## config.mk

```make
export PLATFORM = sky130hd
export DESIGN_NAME = opmode_ctrl
export DESIGN_NICKNAME = d
export VERILOG_FILES = /design/src/rtl/opmode_pkg.sv /design/src/rtl/opmode_req_check.sv /design/src/rtl/opmode_fsm.sv /design/src/rtl/opmode_cfg_sel.sv /design/src/rtl/opmode_ctrl.sv
export SDC_FILE = /design/constraint.sdc
export NUM_CORES = 1
export LEC_CHECK = 0
export BUFFER_PORTS_ARGS = -buffer_cell sky130_fd_sc_hd__buf_4
export CORE_MARGIN = 5
export CORE_UTILIZATION = 36
export DETAILED_ROUTE_END_ITERATION = 7
export PLACE_DENSITY = 0.85
export SYNTH_ARGS = -nofsm -noshare
export SYNTH_HDL_FRONTEND = slang
export SYNTH_HIERARCHICAL = 1
export SYNTH_SLANG_ARGS = --single-unit
```

## constraint.sdc

```tcl
create_clock -name clk -period 2.38 [get_ports clk]
set_input_delay 0.476 -clock clk [delete_from_list [all_inputs] [get_ports clk]]
set_output_delay 0.476 -clock clk [all_outputs]
set_load 0.05 [all_outputs]
```

## src/rtl/opmode_pkg.sv

```systemverilog
package opmode_pkg;
  localparam int MODE_W    = 4;
  localparam int NUM_MODES = 8;

  localparam logic [MODE_W-1:0] MD_RESET = 4'd0;
  localparam logic [MODE_W-1:0] MD_TEST  = 4'd1;
  localparam logic [MODE_W-1:0] MD_SAFE  = 4'd2;
  localparam logic [MODE_W-1:0] MD_DRUN  = 4'd3;
  localparam logic [MODE_W-1:0] MD_RUN0  = 4'd4;

  localparam logic [3:0] CLK_STOP_CODE = 4'hF;
endpackage

```

## src/rtl/opmode_req_check.sv

```systemverilog
module opmode_req_check
  import opmode_pkg::*;
(
  input  logic [MODE_W-1:0] cur_mode,
  input  logic [MODE_W-1:0] req_mode,
  output logic              legal
);
  always_comb begin
    legal = 1'b1;
    if (req_mode >= MODE_W'(NUM_MODES)) begin
      legal = 1'b0;
    end else if (req_mode == cur_mode) begin
      legal = 1'b0;
    end else if (cur_mode == MD_SAFE && !(req_mode == MD_DRUN || req_mode == MD_RESET)) begin
      legal = 1'b0;
    end else if (req_mode == MD_TEST && cur_mode != MD_DRUN) begin
      legal = 1'b0;
    end
  end
endmodule

```

## src/rtl/opmode_fsm.sv

```systemverilog
module opmode_fsm
  import opmode_pkg::*;
(
  input  logic              clk,
  input  logic              rst_n,
  input  logic              wr_en,
  input  logic [MODE_W-1:0] wr_mode,
  input  logic              safe_any,
  input  logic              seq_done,
  input  logic              legal,
  input  logic              frozen,
  output logic [MODE_W-1:0] cur_q,
  output logic              tr_q,
  output logic              ill_q
);
  logic [MODE_W-1:0] tgt_q, cur_d, tgt_d;
  logic              tr_d, ill_d, redirect, upd_en;

  assign upd_en   = !frozen;
  assign redirect = wr_en && tr_q && (tgt_q == MD_SAFE) && (wr_mode == cur_q);

  always_comb begin
    cur_d = cur_q;
    tgt_d = tgt_q;
    tr_d  = tr_q;
    ill_d = ill_q;
    if (safe_any) begin
      if (cur_q == MD_SAFE) begin
        tgt_d = MD_SAFE;
        tr_d  = 1'b0;
      end else if (tr_q && tgt_q == MD_SAFE && seq_done) begin
        cur_d = MD_SAFE;
        tr_d  = 1'b0;
      end else begin
        tgt_d = MD_SAFE;
        tr_d  = 1'b1;
      end
    end else if (redirect) begin
      tgt_d = cur_q;
    end else if (tr_q) begin
      if (wr_en) ill_d = 1'b1;
      if (seq_done) begin
        if (tgt_q == MD_RESET) begin
          cur_d = MD_RESET;
          tgt_d = MD_DRUN;
          tr_d  = 1'b1;
        end else begin
          cur_d = tgt_q;
          tr_d  = 1'b0;
        end
      end
    end else if (wr_en) begin
      if (legal) begin
        tgt_d = wr_mode;
        tr_d  = 1'b1;
      end else begin
        ill_d = 1'b1;
      end
    end
  end

  always_ff @(posedge clk or negedge rst_n) begin
    if (!rst_n) begin
      cur_q <= MD_RESET;
      tgt_q <= MD_DRUN;
      tr_q  <= 1'b1;
      ill_q <= 1'b0;
    end else if (upd_en) begin
      cur_q <= cur_d;
      tgt_q <= tgt_d;
      tr_q  <= tr_d;
      ill_q <= ill_d;
    end
  end
endmodule

```

## src/rtl/opmode_cfg_sel.sv

```systemverilog
module opmode_cfg_sel
  import opmode_pkg::*;
#(
  parameter int NPD = 4
) (
  input  logic [MODE_W-1:0]             cur_mode,
  input  logic [NUM_MODES*(6+NPD)-1:0]  cfg_all,
  output logic [3:0]                    sysclk_sel,
  output logic                          mvreg_en,
  output logic [NPD-1:0]                pd_en,
  output logic                          pad_hiz,
  output logic                          pad_drv_en,
  output logic                          clk_stopped
);
  localparam int CFG_W   = 6 + NPD;
  localparam int MV_BIT  = 4;
  localparam int PD_LSB  = 5;
  localparam int PAD_BIT = PD_LSB + NPD;
  localparam int IDX_W   = $clog2(NUM_MODES);

  logic [CFG_W-1:0] words [NUM_MODES];
  logic [CFG_W-1:0] sel;
  logic             is_test, is_safe;

  for (genvar g = 0; g < NUM_MODES; g++) begin : g_unpack
    assign words[g] = cfg_all[g*CFG_W +: CFG_W];
  end

  assign sel     = (cur_mode < MODE_W'(NUM_MODES)) ? words[cur_mode[IDX_W-1:0]] : '0;
  assign is_test = (cur_mode == MD_TEST);
  assign is_safe = (cur_mode == MD_SAFE);

  assign sysclk_sel  = sel[3:0];
  assign mvreg_en    = sel[MV_BIT] | is_test;
  assign pd_en       = sel[PD_LSB +: NPD] | (is_test ? NPD'(3) : '0);
  assign pad_hiz     = is_safe & sel[PAD_BIT];
  assign pad_drv_en  = !pad_hiz;
  assign clk_stopped = is_test && (sel[3:0] == CLK_STOP_CODE);
endmodule

```

## src/rtl/opmode_ctrl.sv

```systemverilog
module opmode_ctrl
  import opmode_pkg::*;
#(
  parameter int NPD   = 4,
  parameter int NSAFE = 2
) (
  input  logic                          clk,
  input  logic                          rst_n,
  input  logic                          wr_en,
  input  logic [3:0]                    wr_mode,
  input  logic [NSAFE-1:0]              safe_evt,
  input  logic                          seq_done,
  input  logic [NUM_MODES*(6+NPD)-1:0]  cfg_all,
  output logic [3:0]                    cur_mode,
  output logic                          in_trans,
  output logic                          ill_flag,
  output logic [3:0]                    sysclk_sel,
  output logic                          mvreg_en,
  output logic [NPD-1:0]                pd_en,
  output logic                          pad_hiz,
  output logic                          pad_drv_en,
  output logic                          clk_stopped
);
  logic safe_any, legal;

  assign safe_any = |safe_evt;

  opmode_req_check u_chk_req (
    .cur_mode (cur_mode),
    .req_mode (wr_mode),
    .legal    (legal)
  );

  opmode_fsm u_fsm (
    .clk      (clk),
    .rst_n    (rst_n),
    .wr_en    (wr_en),
    .wr_mode  (wr_mode),
    .safe_any (safe_any),
    .seq_done (seq_done),
    .legal    (legal),
    .frozen   (clk_stopped),
    .cur_q    (cur_mode),
    .tr_q     (in_trans),
    .ill_q    (ill_flag)
  );

  opmode_cfg_sel #(.NPD(NPD)) u_cfg (
    .cur_mode    (cur_mode),
    .cfg_all     (cfg_all),
    .sysclk_sel  (sysclk_sel),
    .mvreg_en    (mvreg_en),
    .pd_en       (pd_en),
    .pad_hiz     (pad_hiz),
    .pad_drv_en  (pad_drv_en),
    .clk_stopped (clk_stopped)
  );
endmodule

```

==> run_results.csv <==
group,metric,value,unit
logic_synthesis,synth-compound-area-share,18.7,%
setup_path,crit_arrival,1.94,ns
timing,tightest_slew,0.639,ns
logic_synthesis,synthTopCellsByArea,"mux4_2 16%, dfrtp_1 13%, mux2i_1 7.9%",
logic_synthesis,yosys.cell_count.top_type,"mux2i_1",
timing,post-route-worst-setup-slack,-0.0398,ns
timing,slew_violations,0,
flow_run,cap_violations,0,
global_routing,grt_antenna_before_repair,0,
clock_network,postCtsHoldBufs,0,
place,port-buffer-count,97,
clock_network,clock_path_buffers,2,
die,die_h,72.2,um
finish,antenna_cells,0,
setup_path,cp-start-kind,"register",
logic_synthesis,synthMuxAreaShare,35.1,%
finish,design_area,2420,um^2
detailed_routing,vias,1639,
clock_network,path_clk_slew,0.05,ns
finish,nets,339,
power,power_density,755,nW/um^2
die,ioPinCount,108,
global_routing,grt_pass1_vias,1675,
finish,nFillCells,297,
status,violations,"setup timing",
timing,fmax,0.413,GHz
logic_synthesis,ys.warnings.count,6,
logic_synthesis,synthArstFlopShare,100,%
logic_synthesis,synthTopCellsByCount,"11 x mux2i_1, 10 x inv_1, 10 x mux4_2, 10 x nand2_1, 9 x nor2_1",
logic_synthesis,ys_seq_elements,10,
power,p_comb_share,74.4,%
global_routing,grt_max_degree,14,
die,core_area,3720,um^2
setup_path,critical_path_class,"reg -> out",
die,die_x,72.2,um
detailed_routing,antenna_left,0,
finish,drive_above_1_share,66.1,%
power,p_sw_share,49.2,%
clock_network,htree_levels,1,
logic_synthesis,synth_top_area_cell,"mux4_2",
timing,relSlewSlack,56.8,%
place,gp_congestion,0.898,
logic_synthesis,synth_fp_nets,227,
die,rows,22,
finish,syn2layout_area_growth,74.0,%
logic_synthesis,synth-simple-area-share,16.9,%
power,p_switching,0.000900,W
setup_path,cp_data_required_time,1.90,ns
power,seqPwrFrac,15.4,%
logic_synthesis,synth-xor-area-share,4.40,%
timing,fin_crit,2.42,ns
die,dieArea,5220,um^2
logic_synthesis,synth_top_family_by_area,"multiplexers",
setup_path,critPathCaptureType,"primary output",
timing,setup_viol,1,
place,dpl_cell_area,2270,um^2
timing,fin_skew,0.00602,ns
power,leakage,1.11,nW
clock_network,ctsRootBufferMaster,"clkbuf_8",
power,peakVddDrop,0.433,mV
logic_synthesis,avgSynthCellArea,10.2,um^2
logic_synthesis,synth_ff_type,"dfrtp_1",
logic_synthesis,synthAdderAreaFrac,0,%
timing,period_share,102,%
power,p_clk_share,10.1,%
timing,grt_setup_unrepaired,"yes",
setup_path,cp_max_fo,6,
timing,final-hold-violation-count,0,
min_path,min_path_type,"in -> async",
status,status,"complete, but fails checks",
global_routing,grt_pass1_wl,8.11,mm
timing,hold_ws,0.0568,ns
logic_synthesis,synth_cell_types,51,
clock_network,cts.sinks,10,
clock_network,insertion_delay,0.24,ns
logic_synthesis,ys_seq_area_share,18.2,%
detailed_routing,wire_per_inst,17.7,um
clock_network,cts-buffers-inserted,3,
logic_synthesis,netlist_area,1390,um^2
power,p_int,0.000930,W
detailed_routing,viasPerCell,5.54,
detailed_routing,dr.first_iter.drc_count,117,
logic_synthesis,netlist.area_leader.share,16.2,%
logic_synthesis,synth-edff-count,0,
detailed_routing,firstDrtPassIters,5,
place,dp_hpwl,4.21,mm
detailed_routing,wirelength,5.24,mm
die,start_util,37.5,%
global_routing,grt_overflow,0,
logic_synthesis,synthesis.instances,137,
detailed_routing,remaining_drc_errors,0,
clock_network,tritoncts,"yes",
global_routing,grt_usage,19.5,%
[worst paths after layout]
path,startpoint,to,slack [ns],cells after the start
max in group asynchronous,rst_n,u_fsm/tgt_q[1]$_DFFE_PN1P_,2.10,1
min in group clk,u_fsm/ill_q$_DFFE_PN0P_,u_fsm/ill_q$_DFFE_PN0P_,0.47,1
hold reg to reg,u_fsm/ill_q$_DFFE_PN0P_,u_fsm/ill_q$_DFFE_PN0P_,0.47,1
hold / removal,rst_n,u_fsm/ill_q$_DFFE_PN0P_,0.06,1
setup reg to reg,u_fsm/cur_q[1]$_DFFE_PN0P_,u_fsm/tgt_q[2]$_DFFE_PN0P_,0.01,10
setup / recovery,u_fsm/cur_q[2]$_DFFE_PN0P_,clk_stopped,-0.04,4
[layout make-up]
cell class,instances,area (um^2),share of cell area [%]
Clock buffer,4,45.0,1.86
Inverter,10,41.3,1.70
Multi-Input combinational cell,109,1130,46.5
Sequential cell,10,264,10.9
Tap cell,48,60.1,2.48
Timing Repair Buffer,115,887,36.6
[layout by cell type (no fill, tap or decap), drive strengths merged, types with 2 or more instances in the layout]
master,count
o21ai,6
xnor2,3
mux2i,11
nand2,10
dfrtp,7
nor3b,2
nand3,2
dfstp,3
mux2,6
clkbuf,4
o22ai,3
or3,2
buf,115
a211oi,4
nor4b,2
nor3,2
o31ai,2
a21oi,3
mux4,13
inv,9
nand2b,2
a32o,3
xor2,4
nor2,9
[power by group through the flow]
stage	Combinational (W)	Sequential, W	Clock [W]
after detailed placement	0.00127	0.000292	0
after global placement	0.00126	0.000291	0
after floorplan	0.000845	0.000330	0
after CTS	0.00133	0.000287	0.000188
final	0.00136	0.000282	0.000186
after global routing	0.00144	0.000289	0.000200
[through the flow]
step	setup TNS, ns	instances	util, %	total power, W	setup slack, ns
finish	-0.0398	296	65.3	0.00183	-0.0398
CTS	-0.0560	293	64.0	0.00181	-0.0560
detailed placement	0	286	61.1	0.00157	0.0000568
floorplan	-4.73	137	-	0.00117	-0.506
global placement	0	286	61.1	0.00155	0.0331
global route	-0.414	296	65.3	0.00193	-0.103
[repair_timing]
action,CTS,global route
setup buffers,3,3
gates resized for setup,11,5
setup endpoints to repair,8,14
pin swaps,1,0
[state kept, by name (all words and copies together) (netlist names)]
signal / count
u_fsm/ill_q: 1
u_fsm/tr_q: 1
u_fsm/tgt_q: 4
u_fsm/cur_q: 4
[kinds of logic (layout without fill, tap and decap cells)]
family / count (synthesis) / count (layout)
AO/OA/AOI/OAI: 32 / 32
XOR/XNOR: 7 / 7
flip-flops: 10 / 10
buffers and inverters: 18 / 129
multiplexers: 30 / 30
AND/OR/NAND/NOR: 40 / 40
[routing by layer]
layer | GRT usage, % | vias up | routed length (um) | part of all wire (%)
met2 | 35.4 | 105 | 2680 | 51
li1 | - | 761 | - | -
met3 | 4.57 | 10 | 561 | 11
met1 | 22.3 | 763 | 1900 | 36
met5 | 0 | - | 0 | 0
met4 | 6.47 | 0 | 95 | 1.8
[worst max-delay path: stages (launching register included)]
cell and delay, ns:
dfrtp_4 0.51, or3b_4 0.40, a2bb2oi_2 0.19, a2111oi_4 0.38
buf_6 0.22
No activity file was read; power rests on OpenSTA's default activity.
